===== config.mk =====
export PLATFORM = sky130hd
export DESIGN_NAME = npc_unit
export DESIGN_NICKNAME = d
export VERILOG_FILES = /design/src/rtl/npc_pkg.sv /design/src/rtl/npc_cond.sv /design/src/rtl/npc_target.sv /design/src/rtl/npc_seq.sv /design/src/rtl/npc_unit.sv
export SDC_FILE = /design/constraint.sdc
export NUM_CORES = 1
export LEC_CHECK = 0
export ABC_AREA = 0
export ABC_CLOCK_PERIOD_IN_PS = 4600
export BUFFER_PORTS_ARGS = -buffer_cell sky130_fd_sc_hd__buf_2
export CAP_MARGIN = 20
export CORE_MARGIN = 3
export CORE_UTILIZATION = 50
export CTS_CLUSTER_SIZE = 20
export DETAILED_ROUTE_END_ITERATION = 8
export HOLD_SLACK_MARGIN = 0.12
export PLACE_DENSITY = 0.76
export RECOVER_POWER = 25
export SETUP_SLACK_MARGIN = 0.02
export SLEW_MARGIN = 10
export SYNTH_ARGS = -nofsm -noshare
export SYNTH_HDL_FRONTEND = slang
export SYNTH_SLANG_ARGS = --single-unit

===== constraint.sdc =====
create_clock -name clk_i -period 4.6 [get_ports clk_i]
set_clock_uncertainty 0.05 [all_clocks]
set_input_delay 0.23 -clock clk_i [delete_from_list [all_inputs] [get_ports clk_i]]
set_output_delay 0.23 -clock clk_i [all_outputs]
set_load 0.01 [all_outputs]

===== src/rtl/npc_pkg.sv =====
package npc_pkg;

  typedef enum logic [3:0] {
    XK_NONE     = 4'd0,
    XK_EQ       = 4'd1,
    XK_NE       = 4'd2,
    XK_GE0      = 4'd3,
    XK_GT0      = 4'd4,
    XK_LE0      = 4'd5,
    XK_LT0      = 4'd6,
    XK_GE0_LINK = 4'd7,
    XK_LT0_LINK = 4'd8,
    XK_ABS      = 4'd9,
    XK_ABS_LINK = 4'd10,
    XK_REG      = 4'd11,
    XK_REG_LINK = 4'd12
  } xfer_kind_e;

  localparam int unsigned KIND_W = 4;

  // conditional branch forms (offset-relative target)
  function automatic logic kind_is_cond(input logic [KIND_W-1:0] k);
    return (k >= XK_EQ) && (k <= XK_LT0_LINK);
  endfunction

  // any control transfer that opens a delay slot
  function automatic logic kind_is_ctrl(input logic [KIND_W-1:0] k);
    return (k >= XK_EQ) && (k <= XK_REG_LINK);
  endfunction

  function automatic logic kind_is_link(input logic [KIND_W-1:0] k);
    return (k == XK_GE0_LINK) || (k == XK_LT0_LINK) ||
           (k == XK_ABS_LINK) || (k == XK_REG_LINK);
  endfunction

endpackage


===== src/rtl/npc_cond.sv =====
module npc_cond
  import npc_pkg::*;
#(
  parameter int unsigned XLEN = 32
) (
  input  logic [KIND_W-1:0] kind_i,
  input  logic [XLEN-1:0]   opa_i,
  input  logic [XLEN-1:0]   opb_i,
  output logic              taken_o
);

  logic a_neg;
  logic a_zero;
  logic a_eq_b;

  assign a_neg  = opa_i[XLEN-1];
  assign a_zero = (opa_i == '0);
  assign a_eq_b = (opa_i == opb_i);

  always_comb begin
    unique case (kind_i)
      XK_EQ:                   taken_o = a_eq_b;
      XK_NE:                   taken_o = ~a_eq_b;
      XK_GE0, XK_GE0_LINK:     taken_o = ~a_neg;
      XK_GT0:                  taken_o = ~a_neg & ~a_zero;
      XK_LE0:                  taken_o = a_neg | a_zero;
      XK_LT0, XK_LT0_LINK:     taken_o = a_neg;
      XK_ABS, XK_ABS_LINK,
      XK_REG, XK_REG_LINK:     taken_o = 1'b1;
      default:                 taken_o = 1'b0;
    endcase
  end

endmodule


===== src/rtl/npc_target.sv =====
module npc_target
  import npc_pkg::*;
#(
  parameter int unsigned XLEN   = 32,
  parameter int unsigned OFF_W  = 16,
  parameter int unsigned JIDX_W = 26
) (
  input  logic [XLEN-1:0]   pc_i,
  input  logic [KIND_W-1:0] kind_i,
  input  logic [JIDX_W-1:0] imm_i,
  input  logic [XLEN-1:0]   reg_tgt_i,
  output logic [XLEN-1:0]   seq_pc_o,
  output logic [XLEN-1:0]   link_pc_o,
  output logic [XLEN-1:0]   tgt_o
);

  localparam int unsigned EXT_W  = XLEN - OFF_W - 2;
  localparam int unsigned REGN_W = XLEN - JIDX_W - 2;

  logic [XLEN-1:0] off_bytes;
  logic [XLEN-1:0] rel_tgt;
  logic [XLEN-1:0] abs_tgt;

  assign seq_pc_o  = pc_i + XLEN'(4);
  assign link_pc_o = pc_i + XLEN'(8);

  // instruction-count offset scaled to bytes, sign-extended
  assign off_bytes = {{EXT_W{imm_i[OFF_W-1]}}, imm_i[OFF_W-1:0], 2'b00};
  assign rel_tgt   = seq_pc_o + off_bytes;

  // region bits come from the delay-slot address
  assign abs_tgt   = {seq_pc_o[XLEN-1 -: REGN_W], imm_i, 2'b00};

  always_comb begin
    if ((kind_i == XK_REG) || (kind_i == XK_REG_LINK)) begin
      tgt_o = reg_tgt_i;
    end else if ((kind_i == XK_ABS) || (kind_i == XK_ABS_LINK)) begin
      tgt_o = abs_tgt;
    end else begin
      tgt_o = rel_tgt;
    end
  end

endmodule


===== src/rtl/npc_seq.sv =====
module npc_seq #(
  parameter int unsigned     XLEN     = 32,
  parameter logic [XLEN-1:0] RESET_PC = 32'hBFC0_0000
) (
  input  logic            clk_i,
  input  logic            rst_ni,
  input  logic            step_en_i,
  input  logic            open_slot_i,
  input  logic            taken_i,
  input  logic            annul_req_i,
  input  logic [XLEN-1:0] tgt_i,
  input  logic [XLEN-1:0] seq_pc_i,
  output logic [XLEN-1:0] pc_o,
  output logic            slot_o,
  output logic            annul_o
);

  logic [XLEN-1:0] pc_q,   pc_d;
  logic [XLEN-1:0] tgt_q,  tgt_d;
  logic            slot_q, slot_d;
  logic            pend_q, pend_d;
  logic            annul_q, annul_d;
  logic            tgt_en;

  // next-state logic
  always_comb begin
    pc_d    = seq_pc_i;
    slot_d  = 1'b0;
    pend_d  = 1'b0;
    annul_d = 1'b0;
    tgt_d   = tgt_q;
    tgt_en  = 1'b0;
    if (slot_q) begin
      if (pend_q) begin
        pc_d = tgt_q;
      end
    end else if (open_slot_i) begin
      slot_d  = 1'b1;
      pend_d  = taken_i;
      annul_d = annul_req_i;
      tgt_d   = tgt_i;
      tgt_en  = taken_i;
    end
  end

  // state registers with explicit clock enables
  always_ff @(posedge clk_i or negedge rst_ni) begin
    if (!rst_ni) begin
      pc_q    <= RESET_PC;
      slot_q  <= 1'b0;
      pend_q  <= 1'b0;
      annul_q <= 1'b0;
    end else if (step_en_i) begin
      pc_q    <= pc_d;
      slot_q  <= slot_d;
      pend_q  <= pend_d;
      annul_q <= annul_d;
    end
  end

  always_ff @(posedge clk_i or negedge rst_ni) begin
    if (!rst_ni) begin
      tgt_q <= '0;
    end else if (step_en_i && tgt_en) begin
      tgt_q <= tgt_d;
    end
  end

  assign pc_o    = pc_q;
  assign slot_o  = slot_q;
  assign annul_o = annul_q;

endmodule


===== src/rtl/npc_unit.sv =====
module npc_unit
  import npc_pkg::*;
#(
  parameter int unsigned     XLEN      = 32,
  parameter int unsigned     OFF_W     = 16,
  parameter int unsigned     JIDX_W    = 26,
  parameter int unsigned     RIDX_W    = 5,
  parameter logic [XLEN-1:0] RESET_PC  = 32'hBFC0_0000
) (
  input  logic              clk_i,
  input  logic              rst_ni,
  input  logic              step_en_i,
  input  logic [3:0]        xfer_kind_i,
  input  logic              likely_i,
  input  logic [JIDX_W-1:0] imm_field_i,
  input  logic [XLEN-1:0]   opnd_a_i,
  input  logic [XLEN-1:0]   opnd_b_i,
  input  logic [RIDX_W-1:0] link_dest_i,
  output logic [XLEN-1:0]   fetch_pc_o,
  output logic              dslot_o,
  output logic              slot_annul_o,
  output logic              link_we_o,
  output logic [RIDX_W-1:0] link_idx_o,
  output logic [XLEN-1:0]   link_val_o
);

  localparam logic [RIDX_W-1:0] LINK_REG = {RIDX_W{1'b1}};

  logic [XLEN-1:0] pc;
  logic [XLEN-1:0] seq_pc;
  logic [XLEN-1:0] link_pc;
  logic [XLEN-1:0] tgt;
  logic            in_slot;
  logic            taken;
  logic            open_slot;
  logic            annul_req;

  npc_cond #(.XLEN(XLEN)) u_cond (
    .kind_i  (xfer_kind_i),
    .opa_i   (opnd_a_i),
    .opb_i   (opnd_b_i),
    .taken_o (taken)
  );

  npc_target #(.XLEN(XLEN), .OFF_W(OFF_W), .JIDX_W(JIDX_W)) u_tgt (
    .pc_i      (pc),
    .kind_i    (xfer_kind_i),
    .imm_i     (imm_field_i),
    .reg_tgt_i (opnd_a_i),
    .seq_pc_o  (seq_pc),
    .link_pc_o (link_pc),
    .tgt_o     (tgt)
  );

  // a transfer is only honoured outside a delay slot
  assign open_slot = kind_is_ctrl(xfer_kind_i) & ~in_slot;
  assign annul_req = likely_i & kind_is_cond(xfer_kind_i) & ~taken;

  npc_seq #(.XLEN(XLEN), .RESET_PC(RESET_PC)) u_seq (
    .clk_i       (clk_i),
    .rst_ni      (rst_ni),
    .step_en_i   (step_en_i),
    .open_slot_i (open_slot),
    .taken_i     (taken),
    .annul_req_i (annul_req),
    .tgt_i       (tgt),
    .seq_pc_i    (seq_pc),
    .pc_o        (pc),
    .slot_o      (in_slot),
    .annul_o     (slot_annul_o)
  );

  assign fetch_pc_o = pc;
  assign dslot_o    = in_slot;
  assign link_we_o  = step_en_i & ~in_slot & kind_is_link(xfer_kind_i);
  assign link_idx_o = (xfer_kind_i == XK_REG_LINK) ? link_dest_i : LINK_REG;
  assign link_val_o = link_pc;

endmodule


Word-level counts from Yosys, hierarchy flattened
Cells that the tools add are included.
Widths: inputs -> output; s select.
{"block": "classes", "magnitude_cmp": 3, "addsub": 3, "n_reduce_logical": 13, "bitwise": 12, "eq_ne": 13, "mux": 12}
{"op": "$mux 32", "n": 4}
{"op": "$add 32x3->32 const B", "n": 1}
{"op": "$add 32x32->32", "n": 1}
{"op": "$add 32x4->32 const B", "n": 1}
{"op": "$eq 32x32->1", "n": 1}
{"op": "$logic_not 32->1", "n": 1}
{"op": "$eq 4x4->1 const B", "n": 5}
{"op": "$eq 4x3->1 const B", "n": 4}
{"op": "$eq 4x2->1 const B", "n": 2}
{"op": "$le 4x4->1 const B", "n": 2}
{"op": "$pmux 1 s7", "n": 1}
{"op": "$and 1x1->1", "n": 6}
{"op": "$mux 1", "n": 6}
{"op": "$logic_or 1x1->1", "n": 5}
{"op": "$mux 5", "n": 1}
{"op": "$not 1->1", "n": 5}
{"op": "$eq 4x1->1 const B", "n": 1}
{"op": "$ge 4x1->1 const B", "n": 1}
{"op": "$reduce_or 2->1", "n": 2}
{"op": "$reduce_or 4->1", "n": 1}
{"op": "$logic_and 1x1->1", "n": 3}
{"op": "$reduce_and 3->1", "n": 1}
{"op": "$or 1x1->1", "n": 1}
{"block": "word_totals", "input_bits": 103, "word_cells": 61, "output_inout_bits": 72, "ff_bits": 67}

Longest topological paths before layout
Gate-level depths: netlist (run 1).
{"block": "depth", "ltp_word": 8, "mapped_depth": 18, "ltp_nobuf": 16}

By module
Synthesis (run 1) repeated with hierarchy kept, for this count alone.
{"block": "hier_totals", "hier_cells": 838, "hier_area_um2": 6826.5}
{"mod": "npc_target", "cells_each": 491, "instances": 1, "area_each_um2": 3161.8, "seq_area_each_um2": 0.0}
{"mod": "npc_seq", "cells_each": 260, "instances": 1, "area_each_um2": 3029.2, "seq_area_each_um2": 1687.9}
{"mod": "npc_cond", "cells_each": 70, "instances": 1, "area_each_um2": 515.5, "seq_area_each_um2": 0.0}
{"mod": "npc_unit", "cells_each": 17, "instances": 1, "area_each_um2": 120.1, "seq_area_each_um2": 0.0}

Worst setup path after synthesis (run 1)
No wires, ideal clock.
{"block": "synth_timing", "kind": "register to register", "from": "register u_seq.pc_q[2], in the netlist u_seq.pc_o[2]", "to": "register u_seq.tgt_q[31]", "t_arrival_ps": 4052, "required_ps": 4425, "setup_time_ps": 125, "path_buffers": 2, "synth_period_minus_slack_ps": 4226, "stages_incl_launch_ff": 17, "setup_slack_ps": 374, "path_cell_list": "dfrtp_1 > ha_1 > nand3_2 > or3_1 > buf_2 > or3_1 > buf_6 > or3_1 > xor2_1 > inv_1 > ha_1 > a21oi_1 > o21ai_0 > a2111oi_0 > o21ai_0 > a211o_1 > mux2_2"}
{"block": "synth_via", "elab_chain_cells": 4}
{"item": "start: declaration", "line": "npc_seq.sv:18", "text": "logic [XLEN-1:0] pc_q, pc_d;"}
{"item": "start signal: assignment", "line": "npc_seq.sv:54", "text": "pc_q <= pc_d;"}
{"item": "$add 32x3->32 (*)", "line": "npc_target.sv:24", "text": "assign seq_pc_o = pc_i + XLEN'(4);"}
{"item": "$add 32x32->32", "line": "npc_target.sv:29", "text": "assign rel_tgt = seq_pc_o + off_bytes;"}
{"item": "$mux 32 (*)", "line": "npc_target.sv:37", "text": "end else if ((kind_i == XK_ABS) || (kind_i == XK_ABS_LINK)) begin"}
{"item": "$mux 32 (*)", "line": "npc_target.sv:35", "text": "if ((kind_i == XK_REG) || (kind_i == XK_REG_LINK)) begin"}
{"item": "end signal: assignment", "line": "npc_seq.sv:65", "text": "tgt_q <= tgt_d;"}
{"item": "end: declaration", "line": "npc_seq.sv:19", "text": "logic [XLEN-1:0] tgt_q, tgt_d;"}
Every way passes the cells marked *; elsewhere a longest branch is shown, timed or not.
A chain may end at the register's enable or synchronous reset.

Worst setup path after layout (run 1)
{"block": "layout_timing", "from": "register u_seq.pc_q[3], in the netlist u_seq.pc_o[3]", "to": "register u_seq.tgt_q[26]"}
{"block": "layout_via", "elab_chain_cells": 4}
{"item": "$add 32x3->32", "line": "npc_target.sv:24"}
{"item": "$add 32x32->32", "line": "npc_target.sv:29"}
{"item": "$mux 32", "line": "npc_target.sv:37"}
{"item": "$mux 32", "line": "npc_target.sv:35"}
No other way between the ends.

==> results.md, run 1 <==
Placed design:
- The count of input and output buffers is roughly 170.
- The routability congestion estimate from global placement is 0.9468.
- The number of placed cells counting well taps is between 1000 and 1500.
- The placed cell area is approximately 0.0080 sq mm.
- The estimated wirelength of the detail-placed design is between 15000 and 20000 um.

Drt:
- For this run, the detailed router's first-pass iteration total came to 6.
- The number of remaining DRC errors is 0.
- The final antenna-violating net count is 0.
- The number of vias after detailed routing is 7468.
- The iteration-0 DRC count of the detailed router is 685.
- Dividing the detail-routed wire length by the instance count gives approximately 20 um.
- The ratio of routed vias to standard cells is 6.081.
- Summed over all layers, the routed wires come to about 25000 um.

Die:
- Once the floorplan was initialized, standard cells occupied roughly 52% of the core.
- Pin placement for this block handled about 180 I/O pins.
- Measured along the x axis, the die boundary spans between 100 and 150 um.
- The floorplan row count is 42.
- The die height is between 100 and 150 um.
- The core area is roughly 0.014 sq mm.
- The floorplan step defined a die boundary enclosing approximately 0.016 sq mm.

Clock tree:
- At the later pin of the worst-skew pair, clock insertion delay measures about 0.35 ns.
- The clock root buffer master is sky130_fd_sc_hd__clkbuf_16.
- After clock tree synthesis, the clock-pin slew on the worst setup and hold paths is ~0.060 ns.
- The number of sinks on the clock net is 67.
- The longest clock path from root to sink contains 2 buffers.
- The depth of the CTS H-tree is 3.
- In this run, CTS created clock tree buffers numbering 9.
- The TritonCTS clock tree is built.

Critical path:
- For the worst setup path, the data required time is between 4 and 5 ns.
- The critical path goes through ha_1 -> nand3_1 -> nor4_2 -> and3_1 -> nand2_1 -> or3_1 -> xnor2_2 -> ha_1 -> a21oi_2 -> o21ai_0 -> a31o_2 -> o21ai_0 -> mux2_2 -> a221oi_1 -> mux2_2.
- The start-to-end type of the worst setup path is reg -> reg.
- The number of cells on the worst reg-to-reg path is 15.
- Counting buffers and inverters, the worst setup path is 15 cells deep.
- The largest delay contributor family on the critical path is simple AND/OR/NAND/NOR gates.
- The cell with the largest stage delay on the worst path is sky130_fd_sc_hd__dfrtp_1.
- Along the worst path, the maximum fanout reaches 6.
- The worst setup path is launched from a register.
- The critical path contains buffers and inverters numbering 0 combined.
- The worst stage delay on the critical path is 0.43 ns.
- The critical path arrival is about 4.6 ns.
- The type of element capturing the critical path is a register.

Synth:
- In this run, synthesis inferred 0 flip-flops with an integrated enable.
- The top cell type by area accounts for 20.56% of the synthesized area.
- By area the synthesized netlist is led by sky130_fd_sc_hd__dfrtp_1 21%, sky130_fd_sc_hd__xor2_1 7.9%, sky130_fd_sc_hd__ha_1 6.6%, sky130_fd_sc_hd__o21ai_0 5.2%, sky130_fd_sc_hd__nand2_1 4.9%.
- A synthesized cell averages 7.905 sq um.
- The commonest cells after synthesis are 93 x sky130_fd_sc_hd__nand2_1, 73 x sky130_fd_sc_hd__o21ai_0, 67 x sky130_fd_sc_hd__nor2_1, 64 x sky130_fd_sc_hd__xor2_1, 58 x sky130_fd_sc_hd__dfrtp_1.
- The cell count after synthesis came out at ~890.
- The most used flip-flop cell after synthesis is sky130_fd_sc_hd__dfrtp_1.
- Yosys printed 0 warnings.
- The most common cell in the synthesized netlist is sky130_fd_sc_hd__nand2_1.
- The number of register bits inferred by synthesis is 67.
- The synthesized design spends more area on one cell type than any other, namely sky130_fd_sc_hd__dfrtp_1.
- The share of async-settable or async-resettable flops after synthesis is between 90% and 100%.
- In this run the cell area of the synthesized design comes to approximately 0.007 sq mm.
- Counting every net in the synthesized netlist gives 1034.
- The unique cell type count in the Yosys netlist is about 70.
- The sequential area share after synthesis is between 20% and 30%.

Timing:
- The final clock period utilization by the worst path is a little over nine tenths.
- The number of hold violations in the final report is 0.
- The total setup violations reported at the end of the flow is 0.
- The minimum clock period is roughly 4.4 ns.
- The transition at the pin with the smallest max-transition slack is 1.327 ns.
- The achievable clock frequency is 0.2288 GHz.
- The number of pins with negative max-slew slack in the final report is 0.
- Setup repair after global routing could not meet its margin everywhere.
- Measured against its own limit, the worst slew margin works out to between 10% and 20%.
- Summed over all failing endpoints, the final setup total negative slack is 0 ns.

Layout:
- Once layout is complete, the cells apart from fillers number about 1200.
- The final net count is 1188.
- The number of antenna diodes in the final layout is 0.
- The synthesis-to-layout area growth is 19.55%.
- Summing all non-filler instances in the final layout gives an area of between 0.008 and 0.009 sq mm.
- In the final layout, the share of cells above drive strength 1 is roughly a quarter.
- The fill cell instance count of the final layout is 1244.

Pwr:
- The maximum vdd ir drop is 0.0004038 V.
- The static leakage is 3.875 nW.
- Overall power consumption after layout is estimated at between 4 and 5 mW.
- For this design the ratio of total power to cell area is between 500 and 600 mW/mm^2.

Global route:
- The total routing usage reported by global routing is between 30% and 40%.
- The wire length of the first global-routing pass is slightly below 40000 um.
- The initial antenna violation count is 0.
- The largest net degree at the start of global routing is 48.
- The overall overflow remaining after global route is 0.
- The number of global-route vias before repair is about 7200.

Worst hold path:
- The type of the tightest min-delay check is in -> reg.
- The depth of the worst hold-timing path is 3.

Status:
- The flow ran to the end, and the final reports show no timing, DRC or antenna violations.

Job:
- The number of max-cap violations is 0.
-- layer usage --
| layer | GRT usage (%) | vias up | routed length, um |
|---|---|---|---|
| met2 | 51.56 | 337 | 11920 |
| met3 | 5.317 | 63 | 1797 |
| met5 | 0 | - | 0 |
| li1 | - | 3544 | - |
| met4 | 12.95 | 0 | 1102 |
| met1 | 39.19 | 3524 | 10130 |
-- sequential cells by signal, indices dropped and copies added, names as in the netlist --
signal / count
u_seq.annul_o: 1
u_seq.slot_o: 1
u_seq.pc_o: 32
u_seq.tgt_q: 32
u_seq.pend_q: 1
-- path summary, 6_finish.rpt --
kind | start | to | slack, ns
worst max-delay path | u_seq.pc_o[3] | u_seq.tgt_q[26] | 0.23
worst min-delay path | opnd_a_i[4] | u_seq.tgt_q[4] | 0.17
worst min register to register | u_seq.pend_q | u_seq.pend_q | 0.45
max in group asynchronous | rst_ni | u_seq.pc_o[8] | 2.54
min in group asynchronous | rst_ni | u_seq.tgt_q[28] | 0.65
worst max register to register | u_seq.pc_o[3] | u_seq.tgt_q[26] | 0.23
-- layout by cell type, fill, tap and decap left out, types with 7 or more instances in the layout --
cell type	instances
sky130_fd_sc_hd__and3_1	12
sky130_fd_sc_hd__mux2i_1	14
sky130_fd_sc_hd__a22oi_1	9
sky130_fd_sc_hd__a31oi_1	7
sky130_fd_sc_hd__nor3_1	19
sky130_fd_sc_hd__dfrtp_1	58
sky130_fd_sc_hd__o21bai_1	10
sky130_fd_sc_hd__o22ai_1	8
sky130_fd_sc_hd__mux2_2	30
sky130_fd_sc_hd__a21o_1	19
sky130_fd_sc_hd__or3_1	7
sky130_fd_sc_hd__nand3_1	30
sky130_fd_sc_hd__nor4_1	19
sky130_fd_sc_hd__xnor2_1	35
sky130_fd_sc_hd__nand4_1	16
sky130_fd_sc_hd__inv_1	24
sky130_fd_sc_hd__ha_1	35
sky130_fd_sc_hd__nor2b_1	7
sky130_fd_sc_hd__a211oi_1	10
sky130_fd_sc_hd__dfstp_2	7
sky130_fd_sc_hd__nand2_1	93
sky130_fd_sc_hd__o211ai_1	10
sky130_fd_sc_hd__clkbuf_1	28
sky130_fd_sc_hd__nand2b_1	7
sky130_fd_sc_hd__clkbuf_16	9
sky130_fd_sc_hd__buf_4	24
sky130_fd_sc_hd__buf_2	151
sky130_fd_sc_hd__a21oi_1	56
sky130_fd_sc_hd__nor2_1	66
sky130_fd_sc_hd__xor2_1	64
sky130_fd_sc_hd__o21a_1	10
sky130_fd_sc_hd__o21ai_0	73
-- worst register-to-register path, cell delays in order (launching register included) --
cell and delay [ns]:
sky130_fd_sc_hd__dfrtp_1 0.43, sky130_fd_sc_hd__ha_1 0.26, sky130_fd_sc_hd__nand3_1 0.16, sky130_fd_sc_hd__nor4_2 0.39, sky130_fd_sc_hd__and3_1 0.29, sky130_fd_sc_hd__nand2_1 0.09
sky130_fd_sc_hd__or3_1 0.36, sky130_fd_sc_hd__xnor2_2 0.18, sky130_fd_sc_hd__ha_1 0.38, sky130_fd_sc_hd__a21oi_2 0.22, sky130_fd_sc_hd__o21ai_0 0.12, sky130_fd_sc_hd__a31o_2 0.24
sky130_fd_sc_hd__o21ai_0 0.24, sky130_fd_sc_hd__mux2_2 0.38, sky130_fd_sc_hd__a221oi_1 0.31, sky130_fd_sc_hd__mux2_2 0.22
-- cell families (layout without fill, tap and decap cells) --
family | Yosys count | after routing | synth area share, %
flip-flops | 67 | 67 | 23.91
buffers and inverters | 85 | 244 | 5.760
adder cells (fa/ha/maj) | 38 | 38 | 6.842
AND/OR/NAND/NOR | 309 | 309 | 21.98
multiplexers | 44 | 44 | 6.771
XOR/XNOR | 101 | 101 | 12.53
AO/OA/AOI/OAI | 249 | 249 | 22.21
-- stage by stage --
step	util (%)	setup WS, ns	hold slack [ns]
after floorplan	-	0.3736	-0.1156
after global placement	59.57	0.05230	0.1758
after detailed placement	59.57	0.004047	0.1875
after CTS	62.08	0.1026	0.1630
after global routing	62.49	0.01656	0.1872
final	62.49	0.2289	0.1737
-- power by group --
group / internal [mW] / total, mW / switching [mW] / leakage, nW
combinational: 1.28 / 2.96 / 1.68 / 2.92
clock: 0.490 / 0.783 / 0.293 / 0.155
sequential: 0.879 / 1.26 / 0.378 / 0.802
total: 2.65 / 5.00 / 2.35 / 3.87
-- area by class of cell --
| type | instances | area, sq um | share of cell area, % |
|---|---|---|---|
| clock buffers | 10 | 239.0 | 2.832 |
| clock inverters | 6 | 88.84 | 1.053 |
| inverters | 24 | 90.09 | 1.067 |
| multi-input cells | 741 | 5062 | 59.99 |
| flip-flops and latches | 67 | 1688 | 20.00 |
| well taps | 176 | 220.2 | 2.609 |
| repair buffers | 204 | 1051 | 12.45 |
-- repair_timing --
action,4_1_cts,5_1_grt
hold buffers,1,0
hold endpoints to repair,20,0
endpoints found under the setup margin,1,11
buffers inserted,0,2
pin swaps,0,1
resized for setup,1,16
(Power assumes the default switching activity.)
==> run 2: changes to the inputs <==
--- a/config.mk
+++ b/config.mk
@@ -16,6 +16,7 @@
 export HOLD_SLACK_MARGIN = 0.12
 export PLACE_DENSITY = 0.76
 export RECOVER_POWER = 25
+export REMOVE_ABC_BUFFERS = 1
 export SETUP_SLACK_MARGIN = 0.02
 export SLEW_MARGIN = 10
 export SYNTH_ARGS = -nofsm -noshare
==> results.md, run 2 (synthesis gave the netlist of run 1 again) <==
Worst hold path:
- The type of the tightest min-delay check is in -> reg.

Pwr:
- IR analysis of the VDD net gives a maximum drop of around 0.00046 V.
- Summed over all cells, the static leakage comes to between 3 and 4 nW.
- The power per standard cell area is roughly 580 mW/mm^2.

Layout:
- In the layout the commonest cells are 163 x sky130_fd_sc_hd__buf_2, 93 x sky130_fd_sc_hd__nand2_1, 73 x sky130_fd_sc_hd__o21ai_0, 67 x sky130_fd_sc_hd__nor2_1, 64 x sky130_fd_sc_hd__xor2_1.
- The post-route netlist has between 20 and 30% of its cells at a drive strength greater than 1.
- At the end of the flow, the number of nets in the layout was approximately 1200.
- 0 antenna diodes ended up in the layout.
- Leaving out fill and tap cells, the most frequent cell in the layout is sky130_fd_sc_hd__buf_2.
- The synthesis-to-layout area growth is 18.73%.
- Measured on the finished design, the core utilization comes to approximately 62%.

Die:
- In this run the core area contains 42 standard-cell rows.
- The die is 124.8 um tall.
- Pin placement for this block handled 175 I/O pins.
- The core area is around 0.014 sq mm.
- The initial standard-cell utilization of the core is about 52%.
- The horizontal extent of the die is 124.8 um.
- The die covers 0.01558 sq mm.

Timing:
- After routing, the total negative slack on setup checks comes to 0 ns.
- The minimum clock period is between 4 and 5 ns.
- At the pin with the least slew margin, the transition time is ~2.0 ns.
- The number of pins with negative max-slew slack in the final report came to 34.
- The achievable clock frequency is roughly 0.23 GHz.
- Setup violations remaining at the end of the flow were counted as 0.
- The number of hold violations in the final report is 0.
- Setup repair after global routing left no endpoint under its margin.
- The final clock period utilization by the worst path is a little over nine tenths.
- In this run the tightest slew margin relative to its limit is -34.31%.

Clock tree:
- The longest clock path from root to sink contains 2 buffers.
- The clock latency of the later-clocked register in the worst-skew pair is between 0.3 and 0.4 ns.
- The TritonCTS clock tree is built.
- The tree is rooted in a sky130_fd_sc_hd__clkbuf_16.
- The clock net in this run drives a total of 67 sinks.
- The number of setup buffers added after CTS is 0.
- The number of clock buffers inserted by TritonCTS is 9.
- The clock transition time at the flip-flop clock pins of the worst setup and hold paths is about 0.060 ns.
- The depth of the CTS H-tree is 3.

Global route:
- The number of global-route vias before repair is 7201.
- The overall overflow remaining after global route is 0.
- The first global-routing pass estimated 38040 um of wire.
- Entering global routing, the biggest net connects 42 pins.
- The total routing usage reported by global routing is a little under a third.
- The initial antenna violation count is 0.

Placed design:
- At the end of routability-driven placement, the weighted congestion stood at ~0.95.
- The HPWL after detailed placement is approximately 18000 um.
- The count of input and output buffers is 174.

Drt:
- In the final routed layout, each cell accounts on average for about 20 um.
- The number of detailed-routing iterations run before antenna repair is 5.
- The number of vias after detailed routing is about 7500.
- The first routing iteration left roughly 700 violations.
- The ratio of routed vias to standard cells is ~6.1.
- The total routed wirelength is 24200 um.
- In the routed design, unresolved DRC markers number 0.
- Once detail routing completed, the nets flagged for antenna violations numbered 0.

Critical path:
- The required time reported for the critical path endpoint is about 4.8 ns.
- The worst setup path is launched from a register.
- Of all nets on the critical path, the largest fanout is 6.
- The critical path arrival is 4.54 ns.
- The start-to-end type of the worst setup path is reg -> reg.
- The type of element capturing the critical path is a register.
- The worst register-to-register path has a setup slack of roughly 0.24 ns.

Job:
- Across the run, the number of max-cap violations was 1.

Status:
- The checks that failed: max-capacitance violations, max-slew violations.
- The flow ran to the end, but the final reports show violations.
==> run 2: cell count changes in the layout (fill, tap and decap cells not counted), sizes merged <==
cell      previous run  this run
clkbuf              38        22
clkinv               2         3
bufinv               2         3
buf                175       184
clkinvlp             2         1
==> run 2: final timing paths <==
check | from | endpoint | cells past startpoint
worst max register to register | u_seq.pc_o[3] | u_seq.tgt_q[31] | 15
worst min register to register | u_seq.tgt_q[2] | u_seq.tgt_q[2] | 1
max in group asynchronous | rst_ni | u_seq.pc_o[0] | 4
worst min-delay path | opnd_a_i[20] | u_seq.tgt_q[20] | 3
worst max-delay path | u_seq.pc_o[3] | u_seq.tgt_q[31] | 15
min in group asynchronous | rst_ni | u_seq.slot_o | 2
==> run 2: final cells by class <==
cell class	instances	area [sq um]
fill	1265	5124
multi-input combinational	741	5010
sequential	67	1688
timing repair buffer	198	1032
clock buffer	9	225.2
tap	176	220.2
clock inverter	7	116.4
inverter	24	90.09
==> run 2: through the flow <==
step                      power (mW)  setup WS (ns)  hold slack [ns]  instances  instance area (sq um)
after detailed placement       4.026         0.1373           0.4093       1204                   8008
after global placement         3.985         0.2033           0.4054       1204                   8008
after floorplan                3.114         0.3166          -0.1156        832                   6743
after CTS                      4.858        0.05521           0.1767       1221                   8359
final                          4.897         0.2438           0.1780       1222                   8382
after global routing           5.284        0.02689           0.2104       1222                   8382
==> run 2: routing by layer <==
| metal | wire, um | global-route usage (%) | vias to the layer above |
|---|---|---|---|
| met5 | 0 | 0 | - |
| met4 | 1154 | 13.84 | 0 |
| met3 | 1901 | 6.304 | 78 |
| met2 | 11140 | 48.70 | 363 |
| met1 | 10000 | 39.02 | 3537 |
| li1 | - | - | 3523 |
==> run 2: timing repair <==
| action | CTS | global route |
|---|---|---|
| hold endpoints to repair | 31 | 0 |
| gates resized for setup | 0 | 8 |
| hold buffers | 1 | 0 |
| setup endpoints to repair | 0 | 10 |
==> run 2: report_power, final <==
part	internal [mW]	total (mW)	switching (mW)
sequential	0.881	1.25	0.364
combinational	1.26	2.84	1.59
clock	0.528	0.807	0.279
==> run 2: critical path, cell delays in order (launching register included) <==
cell and delay (ns):
sky130_fd_sc_hd__dfrtp_1 0.45, sky130_fd_sc_hd__ha_2 0.27, sky130_fd_sc_hd__nand3_2 0.20, sky130_fd_sc_hd__nor4_4 0.37
sky130_fd_sc_hd__and3_1 0.28, sky130_fd_sc_hd__nand2_1 0.09, sky130_fd_sc_hd__or3_1 0.33, sky130_fd_sc_hd__xnor2_1 0.27
sky130_fd_sc_hd__ha_1 0.34, sky130_fd_sc_hd__nand2_1 0.11, sky130_fd_sc_hd__o21a_1 0.22, sky130_fd_sc_hd__nor2b_1 0.08
sky130_fd_sc_hd__a2111oi_1 0.44, sky130_fd_sc_hd__o21ai_0 0.19, sky130_fd_sc_hd__a211o_1 0.29, sky130_fd_sc_hd__mux2_2 0.26
